**config.mk**
```make
export PLATFORM = sky130hd
export DESIGN_NAME = irq_ack_unit
export DESIGN_NICKNAME = d
export VERILOG_FILES = /design/src/rtl/irq_ack_pkg.sv /design/src/rtl/irq_pend_bank.sv /design/src/rtl/irq_prio_pick.sv /design/src/rtl/irq_ack_decode.sv /design/src/rtl/irq_ack_unit.sv
export SDC_FILE = /design/constraint.sdc
export NUM_CORES = 1
export LEC_CHECK = 0
export ABC_AREA = 1
export ABC_CLOCK_PERIOD_IN_PS = 39900
export CORE_UTILIZATION = 50
export CTS_BUF_LIST = sky130_fd_sc_hd__clkbuf_4
export CTS_CLUSTER_DIAMETER = 50
export DETAILED_ROUTE_END_ITERATION = 12
export DONT_BUFFER_PORTS = 1
export PLACE_DENSITY_LB_ADDON = 0.12
export SLEW_MARGIN = 10
export SYNTH_ARGS = -nofsm -noshare
export SYNTH_HDL_FRONTEND = slang
export SYNTH_SLANG_ARGS = --single-unit
```
**constraint.sdc**
```tcl
create_clock -name clk -period 39.9 [get_ports clk]
set_input_delay 3.99 -clock clk [delete_from_list [all_inputs] [get_ports clk]]
set_output_delay 3.99 -clock clk [all_outputs]
set_load 0.05 [all_outputs]
```
**src/rtl/irq_ack_pkg.sv**
```systemverilog
// Package: shared constants and types for the interrupt acknowledge unit.
// Assumes returned IDs are 10 bits wide and the top 4 codes are reserved.
package irq_ack_pkg;
    localparam int ID_W = 10;
    localparam logic [ID_W-1:0] ID_NONE      = 10'd1023;
    localparam logic [ID_W-1:0] ID_OTHER_GRP = 10'd1022;
    localparam logic [ID_W-1:0] ID_RSVD_LO   = 10'd1020;

    typedef struct packed {
        logic            found;
        logic            grp;
        logic [ID_W-1:0] id;
    } winner_t;
endpackage

```
**src/rtl/irq_pend_bank.sv**
```systemverilog
// Pending/active state per source.
// Assumes ack_mask and eoi_mask carry at most one bit each; ack wins over eoi.
module irq_pend_bank #(
    parameter int NUM_SRC = 32
) (
    input  logic               clk,
    input  logic               rst_n,
    input  logic [NUM_SRC-1:0] src_level,
    input  logic [NUM_SRC-1:0] ack_mask,
    input  logic [NUM_SRC-1:0] eoi_mask,
    output logic [NUM_SRC-1:0] pend_q,
    output logic [NUM_SRC-1:0] act_q
);
    for (genvar i = 0; i < NUM_SRC; i++) begin : g_src
        // Update one source's pending and active flags.
        always_ff @(posedge clk) begin
            if (!rst_n) begin
                pend_q[i] <= 1'b0;
                act_q[i]  <= 1'b0;
            end else begin
                pend_q[i] <= ack_mask[i] ? 1'b0 : (pend_q[i] | (src_level[i] & ~act_q[i]));
                act_q[i]  <= ack_mask[i] | (act_q[i] & ~eoi_mask[i]);
            end
        end
    end

    AST_ACK_ONEHOT: assert property (@(posedge clk) disable iff (!rst_n)
        $onehot0(ack_mask));
    AST_NO_PEND_WHILE_ACTIVE: assert property (@(posedge clk) disable iff (!rst_n)
        (pend_q & act_q) == '0);
endmodule

```
**src/rtl/irq_prio_pick.sv**
```systemverilog
// Finds the pending source with the smallest priority value; ties go to
// the lower index. Purely combinational, linear scan over the sources.
module irq_prio_pick
    import irq_ack_pkg::*;
#(
    parameter int NUM_SRC = 32,
    parameter int PRIO_W  = 8
) (
    input  logic [NUM_SRC-1:0]        pend,
    input  logic [NUM_SRC*PRIO_W-1:0] prio,
    input  logic [NUM_SRC-1:0]        grp,
    output winner_t                   win
);
    logic [PRIO_W-1:0] best;

    // Scan upward; strict less-than keeps the lowest index on a tie.
    always_comb begin
        win  = '0;
        best = '1;
        for (int i = 0; i < NUM_SRC; i++) begin
            if (pend[i] && (!win.found || prio[i*PRIO_W +: PRIO_W] < best)) begin
                win.found = 1'b1;
                win.grp   = grp[i];
                win.id    = ID_W'(i);
                best      = prio[i*PRIO_W +: PRIO_W];
            end
        end
    end
endmodule

```
**src/rtl/irq_ack_decode.sv**
```systemverilog
// Decides the returned ID and whether a read acknowledges, from mode,
// port, requester security and the winner's group. Combinational.
module irq_ack_decode
    import irq_ack_pkg::*;
(
    input  winner_t         win,
    input  logic            split_mode,
    input  logic            ack_ctl,
    input  logic            rd_port,
    input  logic            rd_sec,
    output logic [ID_W-1:0] ret_id,
    output logic            grant
);
    logic eff_sec;

    // Legacy alias makes a secure request look non-secure.
    assign eff_sec = rd_port ? 1'b0 : rd_sec;

    // Select the answer for the current request.
    always_comb begin
        grant  = 1'b0;
        ret_id = ID_NONE;
        if (win.found) begin
            if (split_mode) begin
                grant = rd_port ? win.grp : (rd_sec & ~win.grp);
            end else if (rd_port && !rd_sec) begin
                grant = 1'b0;
            end else if (eff_sec && win.grp) begin
                grant = ack_ctl;
                if (!ack_ctl) ret_id = ID_OTHER_GRP;
            end else begin
                grant = eff_sec ^ win.grp;
            end
            if (grant) ret_id = win.id;
        end
    end
endmodule

```
**src/rtl/irq_ack_unit.sv**
```systemverilog
// Top: security-banked interrupt acknowledge unit. One read request per
// cycle; response registered one cycle later. Assumes NUM_SRC <= 1020 and
// software does not complete and acknowledge the same ID in one cycle.
module irq_ack_unit
    import irq_ack_pkg::*;
#(
    parameter int NUM_SRC = 32,
    parameter int PRIO_W  = 8
) (
    input  logic                      clk,
    input  logic                      rst_n,
    input  logic [NUM_SRC-1:0]        src_level,
    input  logic [NUM_SRC*PRIO_W-1:0] src_prio,
    input  logic [NUM_SRC-1:0]        src_group,
    input  logic                      ack_ctl,
    input  logic                      split_mode,
    input  logic                      rd_valid,
    input  logic                      rd_port,
    input  logic                      rd_sec,
    output logic [9:0]                rd_id,
    output logic                      rd_done,
    input  logic                      eoi_valid,
    input  logic [9:0]                eoi_id
);
    localparam int IDX_W = $clog2(NUM_SRC);

    logic [NUM_SRC-1:0] pend_q, act_q, ack_mask, eoi_mask;
    winner_t            win;
    logic [ID_W-1:0]    ret_id;
    logic               grant;

    irq_pend_bank #(.NUM_SRC(NUM_SRC)) i_bank (
        .clk(clk), .rst_n(rst_n), .src_level(src_level),
        .ack_mask(ack_mask), .eoi_mask(eoi_mask),
        .pend_q(pend_q), .act_q(act_q)
    );

    irq_prio_pick #(.NUM_SRC(NUM_SRC), .PRIO_W(PRIO_W)) i_pick (
        .pend(pend_q), .prio(src_prio), .grp(src_group), .win(win)
    );

    irq_ack_decode i_dec (
        .win(win), .split_mode(split_mode), .ack_ctl(ack_ctl),
        .rd_port(rd_port), .rd_sec(rd_sec), .ret_id(ret_id), .grant(grant)
    );

    // Turn a granted read into a one-hot acknowledge.
    always_comb begin
        ack_mask = '0;
        if (rd_valid && grant) ack_mask[win.id[IDX_W-1:0]] = 1'b1;
    end

    // Decode end-of-interrupt writes, dropping reserved and unmapped IDs.
    always_comb begin
        eoi_mask = '0;
        if (eoi_valid && eoi_id < ID_RSVD_LO && eoi_id < ID_W'(NUM_SRC))
            eoi_mask[eoi_id[IDX_W-1:0]] = 1'b1;
    end

    // Register the read response.
    always_ff @(posedge clk) begin
        if (!rst_n) begin
            rd_id   <= ID_NONE;
            rd_done <= 1'b0;
        end else begin
            rd_done <= rd_valid;
            if (rd_valid) rd_id <= ret_id;
        end
    end

    AST_EMPTY_NONE: assert property (@(posedge clk) disable iff (!rst_n)
        rd_valid && !win.found |=> rd_id == ID_NONE);
    AST_NS_GRP0_HIDDEN: assert property (@(posedge clk) disable iff (!rst_n)
        rd_valid && !split_mode && !rd_port && !rd_sec && win.found && !win.grp
        |=> rd_id == ID_NONE && $stable(pend_q));
    AST_SEC_GRP1_OTHER: assert property (@(posedge clk) disable iff (!rst_n)
        rd_valid && !split_mode && !rd_port && rd_sec && win.found && win.grp && !ack_ctl
        |=> rd_id == ID_OTHER_GRP);
    AST_SPLIT_G0_GUARD: assert property (@(posedge clk) disable iff (!rst_n)
        rd_valid && split_mode && !rd_port && win.found && (win.grp || !rd_sec)
        |=> rd_id == ID_NONE);
    AST_ACK_MOVES_STATE: assert property (@(posedge clk) disable iff (!rst_n)
        rd_done && rd_id < ID_RSVD_LO |-> act_q[rd_id[IDX_W-1:0]] && !pend_q[rd_id[IDX_W-1:0]]);
    AST_DONE_FOLLOWS: assert property (@(posedge clk) disable iff (!rst_n)
        rd_valid |=> rd_done);
    AST_DONE_IDLE: assert property (@(posedge clk) disable iff (!rst_n)
        !rd_valid |=> !rd_done);
endmodule

```
==> results of run 1 <==
-- final cells by class --
class                      count  area share
antenna                        1   0.0001391
multi-input combinational   1911      0.7432
timing repair buffer         177     0.08282
clock inverter                 6    0.004798
tap                          341     0.02371
inverter                     296     0.06252
sequential                    71     0.07907
clock buffer                   9    0.003755
-- report_power, final --
part / leakage, nW / total (W) / internal (W) / switching (W)
Clock: 0.0818 / 0.0000519 / 0.0000249 / 0.0000270
Combinational: 8.23 / 0.00133 / 0.000571 / 0.000763
Sequential: 0.583 / 0.000101 / 0.0000798 / 0.0000215
-- per-stage QoR --
stage / TNS (ns) / total power, W
final: 0 / 0.001487
after global routing: -132.06 / 0.001636
after CTS: 0 / 0.001193
after detailed placement: -140.18 / 0.001042
after global placement: -105.74 / 0.001021
after floorplan: -54.83 / 0.0008719
-- state kept, by name, indices dropped and copies added, names as in the netlist --
signal         cells
rd_done            1
i_bank.pend_q     32
i_bank.act_q      32
rd_id              6
-- routing by layer --
layer  vias up  wire (um)
met5         -         11
met4         2       1220
met3       114       3273
met2       466      23140
met1      7157      18840
li1       7965          -
-- final timing paths --
check                           slack (ns)               end             start  cells past startpoint
worst max register to register        2.47  i_bank.pend_q[0]  i_bank.pend_q[0]                    287
worst min-delay path                  0.49  i_bank.act_q[20]  i_bank.act_q[20]                      2
worst max-delay path                  0.09  i_bank.pend_q[0]       src_prio[5]                    286
worst min register to register        0.49  i_bank.act_q[20]  i_bank.act_q[20]                      2
-- repair_timing --
| item | 4_1_cts | 5_1_grt |
|---|---|---|
| pin swaps | 20 | 157 |
| setup buffers | 18 | 81 |
| resized for setup | 110 | 402 |
| endpoints found under the setup margin | 70 | 70 |
| gates cloned | 10 | 23 |
-- critical path, delay by kind of cell --
family	cells	cell delay, ns
simple gates	159	14.55
compound gates	83	12.06
fa+ha+maj	32	8.01
buf+inv	12	1.47
-- kinds of logic after synthesis --
logic type | share of synthesized area
flip-flops | 0.1036
AND/OR/NAND/NOR | 0.4455
AO/OA/AOI/OAI | 0.1651
buffers and inverters | 0.1398
adder cells (fa/ha/maj) | 0.1460
-- synth_stat cells, types with 25 or more instances --
cell type                  number
sky130_fd_sc_hd__nand2_4       35
sky130_fd_sc_hd__a211oi_1      31
sky130_fd_sc_hd__o21ai_1       30
sky130_fd_sc_hd__inv_2         25
sky130_fd_sc_hd__ha_1         160
sky130_fd_sc_hd__nand4_1       29
sky130_fd_sc_hd__nand2_1      687
sky130_fd_sc_hd__nand2_2       95
sky130_fd_sc_hd__dfxtp_1       71
sky130_fd_sc_hd__inv_1        267
sky130_fd_sc_hd__nand3_1      215
sky130_fd_sc_hd__nand3b_1      27
sky130_fd_sc_hd__nor2_1       200
sky130_fd_sc_hd__o21ai_0      202
sky130_fd_sc_hd__a21oi_1       75
sky130_fd_sc_hd__o21bai_1      57
==> reports/results.md, run 1 <==
- result of the run: complete, no violations
- Critical Path Fanout Max: 8
- gp weighted congestion: 0.8739
- Total Wirelength: 46,490 um
- area of the multi-input gates: 0.01337 sq mm
- clock-pin slew on the worst setup and hold paths: 0.12 ns
- layout cells sized above 1: 0.3166
- share of the yosys chip area belonging to registers: 0.1036
- clock buffer depth: 2
- starting utilization of the core area: 0.5088
- number of optimization iterations in the first detailed-route pass: 5
- GRT overflow: 0
- nets: 2,964
- largest net degree at the start of global routing: 40
- number of antenna violations at the first check in global routing: 2
- number of non-filler instances in the completed layout: 2,812
- Max Cap Viol: 0
- Clock Sinks: 71
- most numerous cell on the critical path: sky130_fd_sc_hd__nand2_4
- post-route cell area: 0.01799 sq mm
- unrepaired setup endpoints after global routing: yes
- total number of yosys warnings: 0
- delay of the slowest cell on the worst path: 0.35 ns
- global routing usage on met1: 0.3239
- most area-consuming cells after synthesis: sky130_fd_sc_hd__nand2_1 19%, sky130_fd_sc_hd__ha_1 15%, sky130_fd_sc_hd__dfxtp_1 10%
- area share of the leading cell type in the synthesized netlist: 0.1880
- latest clock arrival within the worst-skew pair: 0.45 ns
- number of global-route vias before repair: 13,860
- standby leakage power: 8.893 nW
- mean area per synthesized cell: 5.901 sq um
- min setup slack post-route: 0.08700 ns
- post-detailed-route count of antenna-violating nets: 0
- critical path required time: 40.26 ns
- layer with the highest usage: met2
- worst voltage drop across the vdd grid: 0.03816 mV
- Port Buffers: 0
- horizontal die dimension: 167.6 um
- Placeable Area: 0.02695 sq mm
- Die Outline Area: 0.02809 sq mm
- post-route worst hold slack: 0.4880 ns
- power density cells: 82.64 mW/mm^2
- class of the tightest hold or removal check: reg2reg
- category of the worst setup path capture point: register
- critical path arrival: 40.17 ns
- combined area of all synthesized cells: 0.01371 sq mm
- number of distinct library cells after synthesis: 38
- cell total after placement: 2,668
- DRC violations left: 0
- category of the critical setup timing path: in2reg
- final core occ: 0.6676
- number of register bits inferred by synthesis: 71
- actual transition at the worst max-transition pin: 1.245 ns
- wire length of the first global-routing pass: 64,850 um
- Avg WL per Cell: 16.53 um
- Layout fillers: 2,318
- total placed instance area: 0.01435 sq mm
- commonest non-fill, non-tap cell in the layout: sky130_fd_sc_hd__nand2_1
- via density per instance: 5.585
- Max Slew Vio Count: 0
- overall die height: 167.6 um
- CTS Root Cell: sky130_fd_sc_hd__clkbuf_4
- combined flip-flop and latch cell area: 0.001423 sq mm
- final period demand of the worst path: 39.81 ns
- TritonCTS clock tree: built
- post-synthesis to final-layout area growth: 31.20%
- fraction of registers with async set/reset: 0
- final clock period utilization by the worst path: 0.9978
- number of nets in the synthesized netlist: 2,822
- io pins: 349
- DP Wirelength: 33,050 um
- total of hold buffers inserted after clock tree synthesis: 0
- most common flop cell mapped by yosys: sky130_fd_sc_hd__dfxtp_1
- combined global-route utilization of all metal layers: 0.2777
- top cell type by total area after synthesis: sky130_fd_sc_hd__nand2_1
- number of synthesized flops with an enable pin: 0
- GR met2 Demand/Resource: 0.5051
- most used cells in the layout excluding fill and tap cells: 578 x sky130_fd_sc_hd__nand2_1, 265 x sky130_fd_sc_hd__inv_1, 203 x sky130_fd_sc_hd__nand3_1
- Slew headroom: 0.1650
- highest clock rate: 0.02512 GHz
- number of placement rows: 60
- Cells after Synth: 2,324
- CTS buffer count: 9
- Setup WS pre-CTS: -2.091 ns
- vias: 15,700
- slowest library cell on the worst path: sky130_fd_sc_hd__ha_1
- Worst Skew: 0.01331 ns
- final number of setup-violating endpoints: 0
- drt initial violations: 846
- # H-tree levels: 3
- startpoint type of the worst setup path: input port
- met3 routing resource usage after global routing: 0.06736
- final-report hold violation count: 0
No activity file was read; power rests on OpenSTA's default activity.
==> inputs of run 2 (changes only) <==
--- a/config.mk
+++ b/config.mk
@@ -7,12 +7,14 @@
 export LEC_CHECK = 0
 export ABC_AREA = 1
 export ABC_CLOCK_PERIOD_IN_PS = 39900
+export CAP_MARGIN = 20
 export CORE_UTILIZATION = 50
 export CTS_BUF_LIST = sky130_fd_sc_hd__clkbuf_4
 export CTS_CLUSTER_DIAMETER = 50
 export DETAILED_ROUTE_END_ITERATION = 12
 export DONT_BUFFER_PORTS = 1
 export PLACE_DENSITY_LB_ADDON = 0.12
+export RECOVER_POWER = 25
 export SLEW_MARGIN = 10
 export SYNTH_ARGS = -nofsm -noshare
 export SYNTH_HDL_FRONTEND = slang
==> run 2 against run 1 <==
  * Critical endpoint is now rd_id[1]
  * Count of clock-buffer cells in the layout is the same
  * Highest routed layer unchanged
  * Cell area shrank 0.25%
  * Sequential power is essentially flat
  * Register-to-register slack about the same
==> reports/results.md, run 2 (synthesis gave the netlist of run 1 again) <==
- startpoint type of the worst setup path: input port
- post-detailed-route count of antenna-violating nets: 0, unchanged
- CTS Root Cell: sky130_fd_sc_hd__clkbuf_4
- slowest library cell on the worst path: sky130_fd_sc_hd__ha_1
- Clock Sinks: 71, unchanged
- Layout fillers: 2,387, +3.0%
- result of the run: complete, no violations
- GRT overflow: 0, unchanged
- delay of the slowest cell on the worst path: 0.34 ns, about the same
- unrepaired setup endpoints after global routing: yes
- most numerous cell on the critical path: sky130_fd_sc_hd__nand2_4
- combined flip-flop and latch cell area: 0.001423 sq mm, unchanged
- Placeable Area: 0.02695 sq mm, unchanged
- critical path arrival: 40.26 ns, +0.09 ns
- post-route worst hold slack: 0.4856 ns, -0.002407 ns
- DP Wirelength: 33,120 um, +0.20%
- worst voltage drop across the vdd grid: 0.04496 mV, +18%
- category of the worst setup path capture point: register
- number of placement rows: 60, unchanged
- nets: 2,957, -0.24%
- standby leakage power: 8.792 nW, -1.1%
- power density cells: 82.59 mW/mm^2, about the same
- final number of setup-violating endpoints: 0, unchanged
- area of the multi-input gates: 0.01337 sq mm, about the same
- total of hold buffers inserted after clock tree synthesis: 0, unchanged
- clock-pin slew on the worst setup and hold paths: 0.12 ns, about the same
- via density per instance: 5.549, -0.63%
- Regs by FF count: i_bank.act_q: 32 flops, i_bank.pend_q: 32 flops, rd_id: 6 flops
- Avg WL per Cell: 16.09 um, -2.7%
- TritonCTS clock tree: built
- class of the tightest hold or removal check: reg2reg
- CTS buffer count: 9, unchanged
- number of antenna violations at the first check in global routing: 2, unchanged
- Critical Path Fanout Max: 8, unchanged
- combined global-route utilization of all metal layers: 0.2732, -0.004552
- starting utilization of the core area: 0.5088, unchanged
- Max Cap Viol: 0, unchanged
- Total Wirelength: 45,140 um, -2.9%
- actual transition at the worst max-transition pin: 0.7031 ns, -0.5417 ns
- Worst Skew: 0.01333 ns, +0.00002480 ns
- Die Outline Area: 0.02809 sq mm, unchanged
- Port Buffers: 0, unchanged
- largest net degree at the start of global routing: 40, unchanged
- horizontal die dimension: 167.6 um, unchanged
- final-report hold violation count: 0, unchanged
- post-synthesis to final-layout area growth: 30.88%
- most used cells in the layout excluding fill and tap cells: 602 x sky130_fd_sc_hd__nand2_1, 260 x sky130_fd_sc_hd__inv_1, 203 x sky130_fd_sc_hd__nand3_1
- highest clock rate: 0.02506 GHz, -0.22%
- wire length of the first global-routing pass: 63,790 um, -1.6%
- gp weighted congestion: 0.8739, unchanged
- DRC violations left: 0, unchanged
- final period demand of the worst path: 39.90 ns, +0.08642 ns
- commonest non-fill, non-tap cell in the layout: sky130_fd_sc_hd__nand2_1
- final clock period utilization by the worst path: 1.000, +0.002166
- # H-tree levels: 3, unchanged
- layout cells sized above 1: 0.3056, -0.01100
- total placed instance area: 0.01437 sq mm, +0.19%
- number of global-route vias before repair: 13,730, -0.94%
- Max Slew Vio Count: 0, unchanged
- Slew headroom: 0.5313, +0.3663
- number of optimization iterations in the first detailed-route pass: 8, +3
- clock buffer depth: 2, unchanged
- critical path required time: 40.26 ns, about the same
- latest clock arrival within the worst-skew pair: 0.46 ns, about the same
- vias: 15,570, -0.85%
- post-route cell area: 0.01795 sq mm, -0.25%
- drt initial violations: 733, -13%
- overall die height: 167.6 um, unchanged
- io pins: 349, unchanged
- category of the critical setup timing path: in2reg
run 2: through the flow:
| step | std cells | worst slack, ns | power (W) | setup TNS, ns | util |
|---|---|---|---|---|---|
| 2_1_floorplan | 2324 | -0.8775 | 0.0008719 | -54.83 | - |
| 3_3_place_gp | 2668 | -1.604 | 0.001021 | -105.74 | 0.5323 |
| 3_5_place_dp | 2669 | -2.109 | 0.001042 | -141.38 | 0.5333 |
| 4_1_cts | 2697 | 0.002913 | 0.001165 | 0 | 0.5564 |
| 5_1_grt | 2806 | -2.057 | 0.001632 | -136.72 | 0.6659 |
| 6_report | 2806 | 0.0005791 | 0.001482 | 0 | 0.6659 |
run 2: power breakdown:
part | leakage, nW | switching, W | internal (W) | total (W)
clock | 0.0802 | 0.0000285 | 0.0000254 | 0.0000539
combinational | 8.13 | 0.000763 | 0.000564 | 0.00133
sequential | 0.583 | 0.0000216 | 0.0000798 | 0.000101
run 2: routing by layer:
layer	GRT usage	vias up	share of wire
li1	-	7967	-
met1	0.3166	7136	0.41
met2	0.4971	399	0.51
met3	0.07114	67	0.070
met4	0.06342	2	0.018
met5	0	-	0.00027
run 2: area by class of cell:
cell class,instances,area share
Timing Repair Buffer,168,0.07989
Antenna cell,1,0.0001394
Clock inverter,7,0.005368
Tap cell,341,0.02377
Clock buffer,9,0.003765
Inverter,296,0.06267
Multi-Input combinational cell,1913,0.7451
Sequential cell,71,0.07927
run 2: path summary, 6_finish.rpt:
| path | from | to | slack [ns] | depth (start not counted) |
|---|---|---|---|---|
| max | src_prio[5] | rd_id[1] | 0.0006 | 265 |
| min | i_bank.act_q[29] | i_bank.act_q[29] | 0.49 | 2 |
| max reg2reg | i_bank.pend_q[0] | rd_id[1] | 2.46 | 266 |
| min reg2reg | i_bank.act_q[29] | i_bank.act_q[29] | 0.49 | 2 |
run 2: timing repair:
item / 4_1_cts / 5_1_grt
pin swaps: 14 / 139
gates cloned: 4 / 31
hold endpoints to repair: 0 / 0
buffers inserted: 8 / 77
setup endpoints to repair: 70 / 70
gates resized for setup: 91 / 395
run 2: critical path: cells and delay by family:
| family | cells | cell delay (ns) |
|---|---|---|
| buf+inv | 4 | 0.60 |
| simple gates | 141 | 13.23 |
| compound gates | 88 | 14.28 |
| fa+ha+maj | 32 | 7.94 |
==> inputs of run 3 (changes only) <==
--- a/config.mk
+++ b/config.mk
@@ -13,6 +13,7 @@
 export CTS_CLUSTER_DIAMETER = 50
 export DETAILED_ROUTE_END_ITERATION = 12
 export DONT_BUFFER_PORTS = 1
+export GPL_TIMING_DRIVEN = 0
 export PLACE_DENSITY_LB_ADDON = 0.12
 export RECOVER_POWER = 25
 export SLEW_MARGIN = 10
==> run 3 against run 2 <==
  * Critical path type unchanged
  * Critical path depth up 46
  * The flow now finishes with violations (negative setup slack)
  * Clock power down 12%
  * Final cell count up 6.6%
  * Combinational power up 23%
  * Highest routed layer unchanged
  * Setup slack worse by 3.7 ns
==> reports/results.md, run 3 (synthesis gave the netlist of run 1 again) <==
- critical path required time: 40.26 ns, about the same
- category of the worst setup path capture point: register
- TritonCTS clock tree: built
- post-detailed-route count of antenna-violating nets: 0, unchanged
- final-report hold violation count: 0, unchanged
- worst voltage drop across the vdd grid: 0.04516 mV, +0.44%
- total of hold buffers inserted after clock tree synthesis: 0, unchanged
- GRT overflow: 0, unchanged
- combined global-route utilization of all metal layers: 0.3186, +0.04549
- Placeable Area: 0.02695 sq mm, unchanged
- highest clock rate: 0.02296 GHz, -8.4%
- switching portion of total power: 0.5166, -0.03163
- min setup slack post-route: -3.651 ns, -3.652 ns
- Regs by FF count: i_bank.act_q: 32 flops, i_bank.pend_q: 32 flops, rd_id: 6 flops
- standby leakage power: 9.953 nW, +13%
- Critical Path Fanout Max: 8, unchanged
- commonest non-fill, non-tap cell in the layout: sky130_fd_sc_hd__nand2_1
- Max Cap Viol: 0, unchanged
- power density cells: 86.28 mW/mm^2, +4.5%
- Power Total: 0.001772 W, +20%
- Worst Skew: 0.01656 ns, +0.003233 ns
- number of placement rows: 60, unchanged
- slowest library cell on the worst path: sky130_fd_sc_hd__ha_1
- class of the tightest hold or removal check: reg2reg
- io pins: 349, unchanged
- number of optimization iterations in the first detailed-route pass: 6, -2
- Sequential Power Share: 0.053, -0.015
- Max Slew Vio Count: 0, unchanged
- Avg WL per Cell: 18.49 um, +15%
- post-synthesis to final-layout area growth: 49.81%
- total net switching power: 0.0009157 W, +13%
- violations in the final reports: negative setup slack
- DRC violations left: 0, unchanged
- clock-pin slew on the worst setup and hold paths: 0.13 ns, about the same
- layout cells sized above 1: 0.3958, +0.09017
- vias: 17,590, +13%
- # H-tree levels: 3, unchanged
- cell internal pwr: 0.0008567 W, +28%
- number of antenna violations at the first check in global routing: 2, unchanged
- category of the critical setup timing path: in2reg
- drt initial violations: 1,495, +100%
- wire length of the first global-routing pass: 74,470 um, +17%
- most used cells in the layout excluding fill and tap cells: 567 x sky130_fd_sc_hd__nand2_1, 275 x sky130_fd_sc_hd__buf_4, 260 x sky130_fd_sc_hd__inv_1
- CTS buffer count: 9, unchanged
- starting utilization of the core area: 0.5088, unchanged
- number of global-route vias before repair: 16,080, +17%
- nets: 3,141, +6.2%
- horizontal die dimension: 167.6 um, unchanged
- CTS Root Cell: sky130_fd_sc_hd__clkbuf_4
- unrepaired setup endpoints after global routing: yes
- startpoint type of the worst setup path: input port
- via density per instance: 5.881, +6.0%
- count of cells along the worst hold path: 2, unchanged
- post-route worst hold slack: 0.4861 ns, +0.0004960 ns
- delay of the slowest cell on the worst path: 0.34 ns, about the same
- final clock period utilization by the worst path: 1.092, +0.09153
- latest clock arrival within the worst-skew pair: 0.44 ns, -0.02 ns
- Clock Sinks: 71, unchanged
- actual transition at the worst max-transition pin: 0.6358 ns, -0.06724 ns
- Die Outline Area: 0.02809 sq mm, unchanged
- R2R depth: 313, +18%
- overall die height: 167.6 um, unchanged
- relative contribution of the clock network to total power: 0.027, -0.009
- gp weighted congestion: 0.9009, +3.1%
- Port Buffers: 0, unchanged
- total placed instance area: 0.01461 sq mm, +1.6%
- Slew headroom: 0.5755, +0.04425
- final period demand of the worst path: 43.55 ns, +3.652 ns
- critical path arrival: 43.91 ns, +3.65 ns
- DP Wirelength: 34,040 um, +2.8%
- most numerous cell on the critical path: sky130_fd_sc_hd__nand2_2
- Setup WS pre-CTS: -6.417 ns, -4.308 ns
- share of power burned in combinational logic: 0.920, +0.025
- final number of setup-violating endpoints: 70, +70
- largest net degree at the start of global routing: 14, -65%
- clock buffer depth: 2, unchanged
- result of the run: complete, but fails checks
- Total Wirelength: 55,280 um, +22%
- post-route cell area: 0.02054 sq mm, +14%
## run 3: cell type report
type | instances | area (sq um)
antenna | 1 | 2.502
buffer | 73 | 1026
clock buffer | 10 | 75.07
clock inverter | 6 | 71.32
fill | 1835 | 6407
inverter | 296 | 1125
multi-input combinational | 1884 | 13730
sequential | 71 | 1421
tap | 341 | 426.7
timing repair buffer | 308 | 2670
## run 3: power groups by stage
| stage | Clock [W] | Sequential [W] | Combinational (W) |
|---|---|---|---|
| 6_report | 0.0000473 | 0.0000943 | 0.00163 |
| 3_3_place_gp | 0 | 0.0000949 | 0.000922 |
| 4_1_cts | 0.0000483 | 0.0000941 | 0.00128 |
| 3_5_place_dp | 0 | 0.0000952 | 0.000949 |
| 5_1_grt | 0.0000514 | 0.0000954 | 0.00176 |
| 2_1_floorplan | 0 | 0.0000928 | 0.000779 |
## run 3: final timing paths
kind	from	to	slack (ns)
setup / recovery	src_prio[6]	i_bank.pend_q[12]	-3.65
hold / removal	i_bank.act_q[18]	i_bank.act_q[18]	0.49
setup reg to reg	i_bank.pend_q[0]	i_bank.pend_q[12]	-1.08
hold reg to reg	i_bank.act_q[18]	i_bank.act_q[18]	0.49
## run 3: critical path, delay by kind of cell
| family | cells | cell delay [ns] |
|---|---|---|
| adder cells (fa/ha/maj) | 32 | 8.15 |
| AND/OR/NAND/NOR | 160 | 13.57 |
| AO/OA/AOI/OAI | 78 | 12.34 |
| buffers and inverters | 41 | 5.74 |
## run 3: metrics by stage
stage / setup TNS [ns] / cells / util
2_1_floorplan: -54.83 / 2324 / -
3_3_place_gp: -416.36 / 2665 / 0.5420
3_5_place_dp: -441.01 / 2665 / 0.5420
4_1_cts: -123.09 / 2907 / 0.6727
5_1_grt: -380.19 / 2990 / 0.7623
6_report: -251.53 / 2990 / 0.7623
## run 3: timing repair
item                                   4_1_cts  5_1_grt
gates resized for setup                    300      374
setup endpoints to repair                   70       70
pin swaps                                  233      313
endpoints found under the hold margin        0        0
cloned                                      20        2
setup buffers                              208       83
## run 3: routing by layer
| metal | routed length (um) | global-route usage | up-vias |
|---|---|---|---|
| met5 | 13 | 0 | - |
| met2 | 27260 | 0.6005 | 919 |
| met3 | 4622 | 0.07256 | 339 |
| met1 | 20020 | 0.3482 | 8042 |
| li1 | - | - | 8283 |
| met4 | 3361 | 0.1045 | 2 |
